`config.mk`:
```
export PLATFORM = sky130hd
export DESIGN_NAME = rx_chain_ctrl
export DESIGN_NICKNAME = d
export VERILOG_FILES = /design/src/rtl/rx_chain_pkg.sv /design/src/rtl/rx_cmd_queue.sv /design/src/rtl/rx_status_hold.sv /design/src/rtl/irq_gap_timer.sv /design/src/rtl/rx_chain_ctrl.sv
export SDC_FILE = /design/constraint.sdc
export NUM_CORES = 1
export LEC_CHECK = 0
export BUFFER_PORTS_ARGS = -buffer_cell sky130_fd_sc_hd__buf_2
export CELL_PAD_IN_SITES_DETAIL_PLACEMENT = 1
export CELL_PAD_IN_SITES_GLOBAL_PLACEMENT = 2
export CORE_MARGIN = 4
export CORE_UTILIZATION = 32
export DETAILED_ROUTE_END_ITERATION = 12
export PLACE_DENSITY = 0.76
export SLEW_MARGIN = 5
export SYNTH_ARGS = -nofsm -noshare
export SYNTH_HDL_FRONTEND = slang
export SYNTH_SLANG_ARGS = --single-unit
```
`constraint.sdc`:
```
create_clock -name clk -period 1.45 [get_ports clk]
set_input_delay 0.2175 -clock clk [delete_from_list [all_inputs] [get_ports clk]]
set_output_delay 0.2175 -clock clk [all_outputs]
set_load 0.05 [all_outputs]
```
`src/rtl/rx_chain_pkg.sv`:
```
`timescale 1ns/1ps
// Package: shared constants for the receive chaining controller.
// Assumes: mask bit positions are fixed by the host register layout.
package rx_chain_pkg;
    localparam int DEF_PAGE_W     = 2;   // default page number width
    localparam int DEF_GAP_CYCLES = 10;  // 200 ns at a 50 MHz clock
    localparam int MSK_DONE       = 0;   // irq_mask bit enabling done interrupt
    localparam int MSK_OVF        = 1;   // irq_mask bit enabling overflow interrupt
    localparam int MSK_W          = 2;
endpackage

```
`src/rtl/rx_cmd_queue.sv`:
```
`timescale 1ns/1ps
// Module: rx_cmd_queue
// Two-entry FIFO of receive-enable commands plus the running-reception flag.
// Slot 0 is always the oldest command. A start strobe begins slot 0. A done
// strobe retires it and reports its page. A disable retires slot 0 only when
// it has not begun. Assumes strobes and commands are single-cycle pulses.
module rx_cmd_queue #(
    parameter int PAGE_W = 2
) (
    input  logic              clk,
    input  logic              rst_n,
    input  logic              enq,
    input  logic [PAGE_W-1:0] enq_page,
    input  logic              cancel,
    input  logic              pkt_start,
    input  logic              pkt_done,
    input  logic              store_full,
    output logic [PAGE_W-1:0] head_page,
    output logic              head_valid,
    output logic              busy,
    output logic              cmp_valid,
    output logic [PAGE_W-1:0] cmp_page,
    output logic              ovf_set
);
    logic              v0_q, v1_q, busy_q;
    logic [PAGE_W-1:0] p0_q, p1_q;
    logic              v0_n, v1_n, busy_n;
    logic [PAGE_W-1:0] p0_n, p1_n;
    logic              start_ok, pop_done, pop_dis, ovf_n;

    // Next-state for slots: retire first, then append the new command.
    always_comb begin
        start_ok = pkt_start & v0_q & ~busy_q & ~store_full;
        pop_done = pkt_done & busy_q;
        pop_dis  = cancel & v0_q & ~busy_q & ~start_ok;
        v0_n = v0_q;  p0_n = p0_q;
        v1_n = v1_q;  p1_n = p1_q;
        ovf_n = 1'b0;
        if (pop_done | pop_dis) begin
            v0_n = v1_q;  p0_n = p1_q;
            v1_n = 1'b0;
        end
        if (enq) begin
            if (!v0_n) begin
                v0_n = 1'b1;  p0_n = enq_page;
            end else if (!v1_n) begin
                v1_n = 1'b1;  p1_n = enq_page;
            end else begin
                ovf_n = 1'b1;
            end
        end
        busy_n = pop_done ? 1'b0 : (busy_q | start_ok);
    end

    // State registers for both slots and the reception flag.
    always_ff @(posedge clk) begin
        if (!rst_n) begin
            v0_q   <= 1'b0;
            v1_q   <= 1'b0;
            p0_q   <= '0;
            p1_q   <= '0;
            busy_q <= 1'b0;
        end else begin
            v0_q   <= v0_n;
            v1_q   <= v1_n;
            p0_q   <= p0_n;
            p1_q   <= p1_n;
            busy_q <= busy_n;
        end
    end

    assign head_page  = p0_q;
    assign head_valid = v0_q;
    assign busy       = busy_q;
    assign cmp_valid  = pop_done;
    assign cmp_page   = p0_q;
    assign ovf_set    = ovf_n;
endmodule

```
`src/rtl/rx_status_hold.sv`:
```
`timescale 1ns/1ps
// Module: rx_status_hold
// Keeps the reported completion and one held-back completion, plus the
// sticky overflow flag. A clear promotes the held completion into the
// reported slot. Assumes the producer stops starting receptions while both
// slots are full (store_full).
module rx_status_hold #(
    parameter int PAGE_W = 2
) (
    input  logic              clk,
    input  logic              rst_n,
    input  logic              cmp_valid,
    input  logic [PAGE_W-1:0] cmp_page,
    input  logic              clear,
    input  logic              ovf_set,
    output logic              done_flag,
    output logic [PAGE_W-1:0] done_page,
    output logic              ovf_flag,
    output logic              store_full
);
    logic              done_q, held_q, ovf_q;
    logic [PAGE_W-1:0] page_q, hpage_q;
    logic              done_n, held_n, ovf_n;
    logic [PAGE_W-1:0] page_n, hpage_n;

    // Next-state: apply clear (promote held), then file the new completion.
    always_comb begin
        done_n = done_q;  page_n  = page_q;
        held_n = held_q;  hpage_n = hpage_q;
        ovf_n  = ovf_q;
        if (clear) begin
            done_n = held_q;
            page_n = hpage_q;
            held_n = 1'b0;
            ovf_n  = 1'b0;
        end
        if (cmp_valid) begin
            if (!done_n) begin
                done_n = 1'b1;  page_n = cmp_page;
            end else if (!held_n) begin
                held_n = 1'b1;  hpage_n = cmp_page;
            end
        end
        if (ovf_set) begin
            ovf_n = 1'b1;
        end
    end

    // Status registers.
    always_ff @(posedge clk) begin
        if (!rst_n) begin
            done_q  <= 1'b0;
            held_q  <= 1'b0;
            ovf_q   <= 1'b0;
            page_q  <= '0;
            hpage_q <= '0;
        end else begin
            done_q  <= done_n;
            held_q  <= held_n;
            ovf_q   <= ovf_n;
            page_q  <= page_n;
            hpage_q <= hpage_n;
        end
    end

    assign done_flag  = done_q;
    assign done_page  = page_q;
    assign ovf_flag   = ovf_q;
    assign store_full = done_q & held_q;
endmodule

```
`src/rtl/irq_gap_timer.sv`:
```
`timescale 1ns/1ps
// Module: irq_gap_timer
// Registers the raw interrupt request. Whenever the output drops, or a clear
// command arrives, the output is forced low for GAP_CYCLES cycles before it
// may follow the request again. Assumes GAP_CYCLES >= 1.
module irq_gap_timer #(
    parameter int GAP_CYCLES = 10
) (
    input  logic clk,
    input  logic rst_n,
    input  logic irq_raw,
    input  logic restart,
    output logic irq
);
    localparam int CW = $clog2(GAP_CYCLES + 1);
    localparam logic [CW-1:0] LOAD = CW'(GAP_CYCLES - 1);

    logic          irq_q;
    logic [CW-1:0] cnt_q;

    // Gap counter and registered interrupt output.
    always_ff @(posedge clk) begin
        if (!rst_n) begin
            irq_q <= 1'b0;
            cnt_q <= '0;
        end else if (restart || (irq_q && !irq_raw)) begin
            irq_q <= 1'b0;
            cnt_q <= LOAD;
        end else if (cnt_q != '0) begin
            cnt_q <= cnt_q - 1'b1;
        end else begin
            irq_q <= irq_raw;
        end
    end

    assign irq = irq_q;
endmodule

```
`src/rtl/rx_chain_ctrl.sv`:
```
`timescale 1ns/1ps
// Module: rx_chain_ctrl (top)
// Two-deep receive command chaining controller: command queue, completion
// status with one held-back result, and a gap-timed interrupt. Assumes all
// host commands and receiver strobes are single-cycle pulses.
module rx_chain_ctrl
    import rx_chain_pkg::*;
#(
    parameter int PAGE_W     = DEF_PAGE_W,
    parameter int GAP_CYCLES = DEF_GAP_CYCLES
) (
    input  logic              clk,
    input  logic              rst_n,
    input  logic              cmd_enable,
    input  logic [PAGE_W-1:0] cmd_page,
    input  logic              cmd_clear,
    input  logic              cmd_disable,
    input  logic              pkt_start,
    input  logic              pkt_done,
    input  logic [MSK_W-1:0]  irq_mask,
    output logic [PAGE_W-1:0] active_page,
    output logic              rx_idle,
    output logic              rx_busy,
    output logic              done_flag,
    output logic [PAGE_W-1:0] done_page,
    output logic              ovf_flag,
    output logic              irq
);
    logic              head_valid, cmp_valid, ovf_set, store_full, irq_raw;
    logic [PAGE_W-1:0] cmp_page;

    rx_cmd_queue #(.PAGE_W(PAGE_W)) u_queue (
        .clk        (clk),
        .rst_n      (rst_n),
        .enq        (cmd_enable),
        .enq_page   (cmd_page),
        .cancel     (cmd_disable),
        .pkt_start  (pkt_start),
        .pkt_done   (pkt_done),
        .store_full (store_full),
        .head_page  (active_page),
        .head_valid (head_valid),
        .busy       (rx_busy),
        .cmp_valid  (cmp_valid),
        .cmp_page   (cmp_page),
        .ovf_set    (ovf_set)
    );

    rx_status_hold #(.PAGE_W(PAGE_W)) u_status (
        .clk        (clk),
        .rst_n      (rst_n),
        .cmp_valid  (cmp_valid),
        .cmp_page   (cmp_page),
        .clear      (cmd_clear),
        .ovf_set    (ovf_set),
        .done_flag  (done_flag),
        .done_page  (done_page),
        .ovf_flag   (ovf_flag),
        .store_full (store_full)
    );

    // Raw request: OR of status bits that are set and enabled by the mask.
    assign irq_raw = (done_flag & irq_mask[MSK_DONE]) | (ovf_flag & irq_mask[MSK_OVF]);
    assign rx_idle = ~head_valid;

    irq_gap_timer #(.GAP_CYCLES(GAP_CYCLES)) u_gap (
        .clk     (clk),
        .rst_n   (rst_n),
        .irq_raw (irq_raw),
        .restart (cmd_clear),
        .irq     (irq)
    );
endmodule

```
==> metrics.md, run 1 <==
| Metric | Value |
|---|---|
| Outcome | `finished clean` |
| Fraction of synthesized cell area in xor and xnor cells | `1.79%` |
| Routed len/inst | `13.9 microns` |
| Reg clk slew, reported paths | `0.11 ns` |
| Syn Nets | `118` |
| Share of post-route cells with drive strength above 1 | `28.0%` |
| CTS tree | `built` |
| CP max stage delay | `0.38 ns` |
| Critical-path cell list | `a21bo_4 > a2111oi_4 > nand3b_1 > mux2i_1` |
| CTS resizes | `0` |
| Yosys cell types | `36` |
| IO Pins | `20` |
| Final setup violation count | `0` |
| Final Hold Viols | `0` |
| Max frequency | `0.730 GHz` |
| Cells after synthesis | `105` |
| H-tree depth | `1` |
| Post-CTS Hold Fix Bufs | `0` |
| Die Wd | `63.2 microns` |
| Worst Path Buf+Inv | `0` |
| Crit path max-delay family | `compound AO/OA/AOI/OAI gates` |
| Setup CP Type | `flip-flop to flip-flop` |
| Leakage power | `0.488 nW` |
| Seq/Total Area, Yosys | `39.0%` |
| RSZ-0062 raised after global routing | `no` |
| Vias/cell | `~5.3` |
| Via count | `822` |
| Async set or reset register ratio after synthesis | `0%` |
| Adder-Cell Fraction of Synth Area | `2.56%` |
| Gr usage total | `12.0%` |
| Die area | `around 4000 sq um` |
| Clock root buffer | `clkbuf_4` |
| First-pass GRT wire length | `slightly below 4000 microns` |
| Min-Delay Path Class | `input pin to flip-flop` |
| Final worst-path cycle share | `94.4%` |
| Pwr dens | `roughly 970 nW/um^2` |
| Slew HR | `71.9%` |
| CP Capture Type | `flip-flop` |
| TritonRoute pass-1 iters | `3` |
| Prevailing post-synth register cell | `dfxtp_1` |
| IO buf count | `19` |
| CTS Buffer Depth | `2` |
| Tot Pwr | `approximately 1.1 mW` |
| Die height | `63.2 microns` |
| CP required | `1.68 ns` |
| Largest net degree at the start of global routing | `21` |
| GR met3 Demand/Resource | `4.09%` |
| DRC | `0` |
| Syn_area_per_cell | `approximately 9.3 sq um` |
| CTS Buf Count | `3` |
| Iter 0 DRT Violations | `28` |
| Vias in the first global route | `835` |
| Crit Path Max Fanout | `6` |
| Gr ovfl total | `0` |
| Slowest library cell on the worst path | `dfxtp_4` |
| Mux cell area share after synthesis | `9.23%` |
| Synth Cell Area | `976 sq um` |
| Area leader, netlist | `dfxtp_1` |
| Met1 GRT Util | `14.0%` |
| Commonest non-fill, non-tap cell in the layout | `buf_2` |
| Layout Nets | `around 140` |
| Post-synth EDFFs | `0` |
| Largest family of logic cells by synthesized area | `compound AO/OA/AOI/OAI gates` |
| Max Cap Violations | `0` |
| Arr. time, crit path | `between 1.5 and 2 ns` |
| Fillers | `351` |
| Peak supply drop | `0.503 mV` |
| Post-synthesis simple-gate area fraction | `19.7%` |
| Post-CTS setup buffers | `0` |
| Ant diodes | `0` |
| GPL Wtd Cong | `0.751` |
| Final WS setup | `0.0808 ns` |
| Core area | `2830 sq um` |
| Highest-count cells in the layout ignoring fill and taps | `buf_2 (19), dfxtp_1 (16), nand2_1 (13)` |
| Ranking of synthesized cells by area | `dfxtp_1 (39%), mux2i_1 (9.2%), nand2_1 (5.0%)` |
| CP startpoint kind | `flip-flop` |
| Worst skew pair latency | `0.30 ns` |
| Row count | `19` |
| Min cycle time layout | `1.37 ns` |
| Ys Warns | `0` |
| Total Wirelength | `2160 microns` |
| Register bit total from synthesis | `19` |
| Pre-CTS WS | `0.0265 ns` |
| Global routing's busiest layer | `met2` |
| Dpl hpwl | `1690 microns` |
| Clock Sinks | `19` |
| Initial core utilization | `roughly 34%` |
| Max-slew violation total from the final report | `0` |
| Clock Skews | `0.00673 ns` |
| Met2 usage | `a little over a fifth` |
| Fin Setup TNS | `0 ns` |
| Area delta synth->final | `17.6%` |
| ANT nets after route | `0` |
| Compound-Gate Fraction of Synth Area | `a little under a quarter` |
| Antenna violations before repair | `0` |
| Post-synth top area share | `approximately two fifths` |
| Slew @ Worst Pin | `between 0.4 and 0.5 ns` |
[worst register-to-register path, cell delays in order (launching register included)]
cell and delay, ns:
dfxtp_4 0.38, a21bo_4 0.24, a2111oi_4 0.27, nand3b_1 0.22, mux2i_1 0.20
[Yosys cell counts, types with 2 or more instances]
cell,number
ha_1,2
o211a_1,2
mux2i_1,9
nand3_1,3
clkbuf_1,2
o21a_1,2
a21boi_0,2
a21oi_1,9
nor2b_1,5
xnor2_1,2
o21ai_0,2
nor2_1,3
inv_1,4
nor3_1,3
buf_6,2
dfxtp_1,19
o31ai_1,2
and2_1,2
nand2_1,13
[cell families after synthesis]
| kind of cell | count (synthesis) |
|---|---|
| AND/OR/NAND/NOR | 36 |
| AO/OA/AOI/OAI | 29 |
| flip-flops | 19 |
| multiplexers | 9 |
| buffers and inverters | 8 |
| XOR/XNOR | 2 |
| adder cells (fa/ha/maj) | 2 |
[registers in the layout, indices dropped and copies added, names as in the netlist, 2 cells and up]
name / flops
u_queue.cmp_page: 2
u_status.done_page: 2
u_status.hpage_q: 2
u_gap.cnt_q: 4
u_queue.p1_q: 2
[power by group]
part	total [mW]	switching [mW]	internal, mW
logic	0.264	0.158	0.107
clock network	0.266	0.159	0.107
registers	0.588	0.0344	0.553
total	1.12	0.351	0.767
[through the flow]
step	cells	util (%)	instance area (sq um)	hold WS [ns]
floorplan	105	-	981	0.341
finish	156	40.6	1150	0.174
detailed placement	152	38.6	1090	0.452
CTS	156	39.5	1120	0.170
global placement	152	38.6	1090	0.453
global route	156	40.6	1150	0.181
[path summary, 6_finish.rpt]
check | start | end | slack [ns] | depth (start not counted)
hold reg to reg | u_queue.p1_q[1] | u_queue.p1_q[1] | 0.47 | 2
hold / removal | cmd_page[1] | u_queue.p1_q[1] | 0.17 | 3
setup reg to reg | u_status.done_flag | u_queue.p1_q[0] | 0.08 | 4
setup / recovery | u_status.done_flag | u_queue.p1_q[0] | 0.08 | 4
[routing by layer]
metal	wire [microns]	vias up
li1	-	413
met1	957	392
met2	1090	13
met3	90	4
met4	25	0
met5	0	-
[final cells by class]
type / count / area [sq um] / share of cell area [%]
inverter: 4 / 15.0 / 1.31
tap: 31 / 38.8 / 3.38
timing repair buffer: 20 / 103 / 8.94
clock buffer: 4 / 26.3 / 2.29
sequential: 19 / 387 / 33.7
multi-input combinational: 78 / 578 / 50.4
(Power assumes the default switching activity.)
==> inputs of run 2 (changes only) <==
- ABC_AREA: not set -> 1
- CORE_UTILIZATION: 32 -> 28
- PLACE_DENSITY: 0.76 -> 0.74
- clock period: 1.45 -> 1.5 ns (I/O delays scaled with it)
==> metrics.md, run 2 <==
| Metric | Value |
|---|---|
| Reg clk slew, reported paths | `0.11 ns` |
| Total Wirelength | `approximately 2400 microns` |
| Share of post-route cells with drive strength above 1 | `23.0%` |
| Ant diodes | `0` |
| Area leader, netlist | `dfxtp_1` |
| Layout Nets | `roughly 170` |
| TritonRoute pass-1 iters | `4` |
| Commonest non-fill, non-tap cell in the layout | `nand2_1` |
| DRC | `0` |
| Switch share | `32.9%` |
| IO Pins | `20` |
| Clock Sinks | `19` |
| GPL Wtd Cong | `0.759` |
| Seq. cell area | `382 sq um` |
| Area of the multi-input gates | `457 sq um` |
| Max reg flops | `4` |
| Reg2reg end | `u_queue.p1_q[1]` |
| Placed cell count | `192` |
| Fillers | `425` |
| H-tree depth | `1` |
| Slew @ Worst Pin | `0.322 ns` |
| Most flop-heavy register | `u_gap.cnt_q` |
| CTS Buf Count | `3` |
| Gr usage total | `12.8%` |
| Sequential share of power | `between 50% and 60%` |
| Die area | `4290 sq um` |
| Most frequent cells after synthesis | `nand2_1 (29), inv_1 (22), dfxtp_1 (19)` |
| Gr ovfl total | `0` |
| Fin cells | `196` |
| Crit Path Max Fanout | `6` |
| Slowest library cell on the worst path | `dfxtp_1` |
| Worst hold path depth | `3` |
| Ranking of synthesized cells by area | `dfxtp_1 (41%), nand2_1 (12%), inv_1 (8.9%)` |
| R2r setup slk | `around 0.21 ns` |
| Synth Cell Area | `about 920 sq um` |
| CP required | `1.71 ns` |
| Dpl cell area | `1070 sq um` |
| Die height | `around 65 microns` |
| Hold_sp | `cmd_page[1]` |
| Switching pwr | `350 uW` |
| Worst Hold End | `u_queue.cmp_page[1]` |
| CP most frequent cell | `nand2_2` |
| Gate power share | `a little over a fifth` |
| Vias/cell | `4.33` |
| Vias in the first global route | `879` |
| Area delta synth->final | `18.8%` |
| Worst skew pair latency | `~0.3 ns` |
| Row count | `20` |
| Antenna violations before repair | `0` |
| Cells after synthesis | `130` |
| CTS Buffer Depth | `2` |
| Core area | `3100 sq um` |
| Final instance area | `1100 sq um` |
| Final core occ | `35.4%` |
| Internal Power | `slightly above 700 uW` |
| Final Hold Viols | `0` |
| Post-synth EDFFs | `0` |
| Yosys cell types | `21` |
| R2R depth | `9` |
| RSZ-0062 raised after global routing | `no` |
| Highest-count cells in the layout ignoring fill and taps | `nand2_1 (29), inv_1 (22), buf_2 (19)` |
| First-pass GRT wire length | `about 4200 microns` |
| Fin Setup TNS | `0 ns` |
| IO buf count | `19` |
| Arr. time, crit path | `1.50 ns` |
| Min-Delay Path Class | `input pin to flip-flop` |
| Final setup violation count | `0` |
| Hold_ws | `0.156 ns` |
| Peak supply drop | `slightly above 0.4 mV` |
| Post-synth top area share | `41.1%` |
| Syn Nets | `143` |
| Slew HR | `78.5%` |
| Pwr dens | `967 nW/um^2` |
| Syn_area_per_cell | `7.11 sq um` |
| Clk pwr share | `between 20 and 30%` |
| Seq/Total Area, Yosys | `41.1%` |
| Final worst-path cycle share | `86.3%` |
| Iter 0 DRT Violations | `42` |
| CP max stage delay | `0.40 ns` |
| Initial core utilization | `29.8%` |
| Leakage power | `between 0.5 and 0.6 nW` |
| ANT nets after route | `0` |
| Reg2Reg Launch Point | `u_status.done_flag` |
| Register bit total from synthesis | `19` |
| Routed len/inst | `12.1 microns` |
| Clock Skews | `around 0.0011 ns` |
| Count leader, synth | `nand2_1` |
| Largest net degree at the start of global routing | `14` |
| Via count | `849` |
| Min cycle time layout | `1.29 ns` |
| CTS resizes | `0` |
| Critical-path cell list | `nand2_1 > nand2_1 > nand2_2 > nand2_2 > nand2_2 > nand2_2 > nand3_1 > nand2_1 > nor2_1` |
| Die Wd | `65.5 microns` |
| Max frequency | `0.773 GHz` |
| Dpl hpwl | `slightly below 2000 microns` |
| CP Capture Type | `flip-flop` |
| Max Cap Violations | `0` |
| Ys Warns | `0` |
| Async set or reset register ratio after synthesis | `0%` |
| CP startpoint kind | `flip-flop` |
| Clock root buffer | `clkbuf_4` |
| Post-CTS setup buffers | `0` |
| CTS tree | `built` |
| Max-slew violation total from the final report | `0` |
| Setup CP Type | `flip-flop to flip-flop` |
| Post-CTS Hold Fix Bufs | `0` |
| Prevailing post-synth register cell | `dfxtp_1` |
| Outcome | `finished clean` |
## run 2: cell families (layout without fill, tap and decap cells)
family,after synthesis,count (layout),share of synthesized area [%]
AND/OR/NAND/NOR,60,60,30.6
AO/OA/AOI/OAI,25,25,15.2
flip-flops,19,19,41.1
adder cells (fa/ha/maj),2,2,2.71
buffers and inverters,23,45,9.47
XOR/XNOR,1,1,0.947
## run 2: worst max-delay path by stage
stage	start	end	slack (ns)	depth (start not counted)
5_1_grt	u_gap.cnt_q[1]	u_gap.cnt_q[1]	0.001	7
4_1_cts	u_gap.cnt_q[1]	u_gap.cnt_q[0]	0.18	5
2_1_floorplan	u_status.done_flag	u_queue.p1_q[0]	0.03	9
6_report	u_status.done_flag	u_queue.p1_q[1]	0.21	9
3_5_place_dp	cmd_clear	u_status.hpage_q[1]	0.21	8
3_3_place_gp	u_queue.head_valid	u_queue.p1_q[1]	0.24	9
## run 2: power by group through the flow
stage	Sequential [mW]	Combinational [mW]	Clock, mW
3_5_place_dp	0.577	0.233	0
5_1_grt	0.571	0.265	0.316
4_1_cts	0.566	0.235	0.282
6_report	0.565	0.231	0.266
2_1_floorplan	0.603	0.137	0
3_3_place_gp	0.574	0.229	0
## run 2: cell type report
cell class / instances / area share [%]
Tap cell: 44 / 5.01
Inverter: 22 / 7.52
Clock inverter: 1 / 0.456
Multi-Input combinational cell: 88 / 41.6
Sequential cell: 19 / 34.7
Timing Repair Buffer: 19 / 8.66
Clock buffer: 3 / 2.05
## run 2: worst max-delay path, delay by kind of cell (launching register included)
family,cells,cell delay [ns]
AND/OR/NAND/NOR,9,0.81
flip-flops,1,0.40
## run 2: stage by stage
| step | power (mW) | setup WS [ns] |
|---|---|---|
| floorplan | 0.740 | 0.0298 |
| CTS | 1.08 | 0.181 |
| finish | 1.06 | 0.206 |
| detailed placement | 0.811 | 0.205 |
| global placement | 0.804 | 0.243 |
| global route | 1.15 | 0.00141 |
## run 2: metal layers
metal | up-vias | part of all wire (%) | GRT usage, %
met5 | - | 0 | 0
met4 | 0 | 0.76 | 3.11
met3 | 2 | 7.2 | 4.79
met2 | 17 | 43 | 19.1
met1 | 376 | 49 | 17.5
li1 | 454 | - | -
==> inputs of run 3 (changes only) <==
- clock period: 1.5 -> 1.25 ns (I/O delays scaled with it)
==> metrics.md, run 3 (same netlist as run 2, synthesis figures left out) <==
| Metric | Value |
|---|---|
| Iter 0 DRT Violations | `16` |
| Slew @ Worst Pin | `approximately 0.28 ns` |
| Routed len/inst | `between 10 and 15 microns` |
| Slowest library cell on the worst path | `dfxtp_2` |
| CP max stage delay | `approximately 0.35 ns` |
| Worst skew pair latency | `0.30 ns` |
| Outcome | `finished clean` |
| Most flop-heavy register | `u_gap.cnt_q` |
| Final setup violation count | `0` |
| Peak supply drop | `roughly 0.48 mV` |
| Max frequency | `0.835 GHz` |
| Highest-count cells in the layout ignoring fill and taps | `nand2_1 (24), inv_1 (19), buf_2 (18)` |
| Final core occ | `39.6%` |
| Critical-path cell list | `inv_2 > ha_4 > nor3b_4 > nand2_1 > o21ai_1 > inv_1 > nor2_1` |
| RSZ-0062 raised after global routing | `yes` |
| Placed cell count | `196` |
| CTS Buffer Depth | `2` |
| Fin cells | `202` |
| Die Wd | `65.5 microns` |
| CTS tree | `built` |
| Slew HR | `81.3%` |
| Final worst-path cycle share | `95.8%` |
| CTS Buf Count | `3` |
| CP required | `1.49 ns` |
| Pwr dens | `around 1100 nW/um^2` |
| Gr usage total | `11.9%` |
| Core area | `3100 sq um` |
| GPL Wtd Cong | `0.726` |
| Setup CP Type | `flip-flop to flip-flop` |
| Vias/cell | `4.33` |
| Crit path max-delay family | `simple AND/OR/NAND/NOR gates` |
| Clock root buffer | `clkbuf_4` |
| Layout Nets | `172` |
| Commonest non-fill, non-tap cell in the layout | `nand2_1` |
| Clock Skews | `about 0.0044 ns` |
| ANT nets after route | `0` |
| Post-CTS Hold Fix Bufs | `0` |
| Initial core utilization | `29.8%` |
| Min-Delay Path Class | `input pin to flip-flop` |
| Max-slew violation total from the final report | `0` |
| IO Pins | `20` |
| Gr ovfl total | `0` |
| H-tree depth | `1` |
| Antenna violations before repair | `0` |
| Area delta synth->final | `32.9%` |
| Total Wirelength | `2310 microns` |
| Vias in the first global route | `858` |
| IO buf count | `19` |
| First-pass GRT wire length | `~4000 microns` |
| Die area | `4290 sq um` |
| Dpl hpwl | `1840 microns` |
| Final Hold Viols | `0` |
| Fillers | `428` |
| DRC | `0` |
| Largest net degree at the start of global routing | `14` |
| Leakage power | `0.618 nW` |
| TritonRoute pass-1 iters | `4` |
| Fin Setup TNS | `0 ns` |
| Crit Path Max Fanout | `5` |
| CP Capture Type | `flip-flop` |
| Arr. time, crit path | `1.44 ns` |
| Ant diodes | `0` |
| Max Cap Violations | `0` |
| Share of post-route cells with drive strength above 1 | `between 30% and 40%` |
| Die height | `65.5 microns` |
| Row count | `20` |
| Reg clk slew, reported paths | `about 0.11 ns` |
| Clock Sinks | `19` |
| Worst Path Buf+Inv | `2` |
| Max reg flops | `4` |
| CP startpoint kind | `flip-flop` |
| Via count | `875` |
| Min cycle time layout | `1.20 ns` |
-- run 3: area by class of cell --
type	count	area [sq um]	share of cell area (%)
timing repair buffer	25	146	11.9
inverter	22	82.6	6.72
sequential	19	392	31.9
clock buffer	3	22.5	1.83
tap	44	55.1	4.48
clock inverter	1	5.00	0.407
multi-input combinational	88	526	42.8
-- run 3: metrics by stage --
stage / total power [mW] / setup slack [ns] / area [sq um] / hold WS, ns
floorplan: 0.886 / 0.0504 / 932 / 0.319
global placement: 0.968 / 0.0116 / 1110 / 0.447
detailed placement: 0.975 / -0.0351 / 1110 / 0.441
CTS: 1.31 / 0.00246 / 1140 / 0.112
global route: 1.43 / -0.0707 / 1230 / 0.114
finish: 1.32 / 0.0530 / 1230 / 0.123
-- run 3: path summary, 6_finish.rpt --
check / startpoint / endpoint / slack, ns / cells past startpoint
setup / recovery: u_gap.cnt_q[1] / u_gap.cnt_q[1] / 0.05 / 7
hold / removal: cmd_page[0] / u_queue.cmp_page[0] / 0.12 / 3
setup reg to reg: u_gap.cnt_q[1] / u_gap.cnt_q[1] / 0.05 / 7
hold reg to reg: u_status.ovf_flag / u_status.ovf_flag / 0.49 / 2
-- run 3: worst reg2reg max path: cells and delay by family (launching register included) --
| kind | cells | cell delay, ns |
|---|---|---|
| AND/OR/NAND/NOR | 3 | 0.45 |
| flip-flops | 1 | 0.35 |
| adder cells (fa/ha/maj) | 1 | 0.13 |
| buffers and inverters | 2 | 0.12 |
| AO/OA/AOI/OAI | 1 | 0.08 |
-- run 3: repair_timing --
action,in CTS,in global routing
buffers inserted,0,2
pin swaps,0,7
gates resized for setup,3,22
endpoints found under the setup margin,3,14
gates cloned,0,0
-- run 3: layer usage --
| layer | track usage (%) | up-vias | part of all wire [%] |
|---|---|---|---|
| met5 | 0 | - | 0 |
| met1 | 16.9 | 385 | 51 |
| met2 | 17.4 | 18 | 42 |
| met4 | 1.55 | 0 | 0.61 |
| met3 | 4.79 | 2 | 5.8 |
| li1 | - | 470 | - |
-- run 3: power by group --
group / total, mW / internal [mW] / switching [mW]
Combinational: 0.331 / 0.127 / 0.205
Sequential: 0.680 / 0.643 / 0.0363
Clock: 0.312 / 0.119 / 0.192
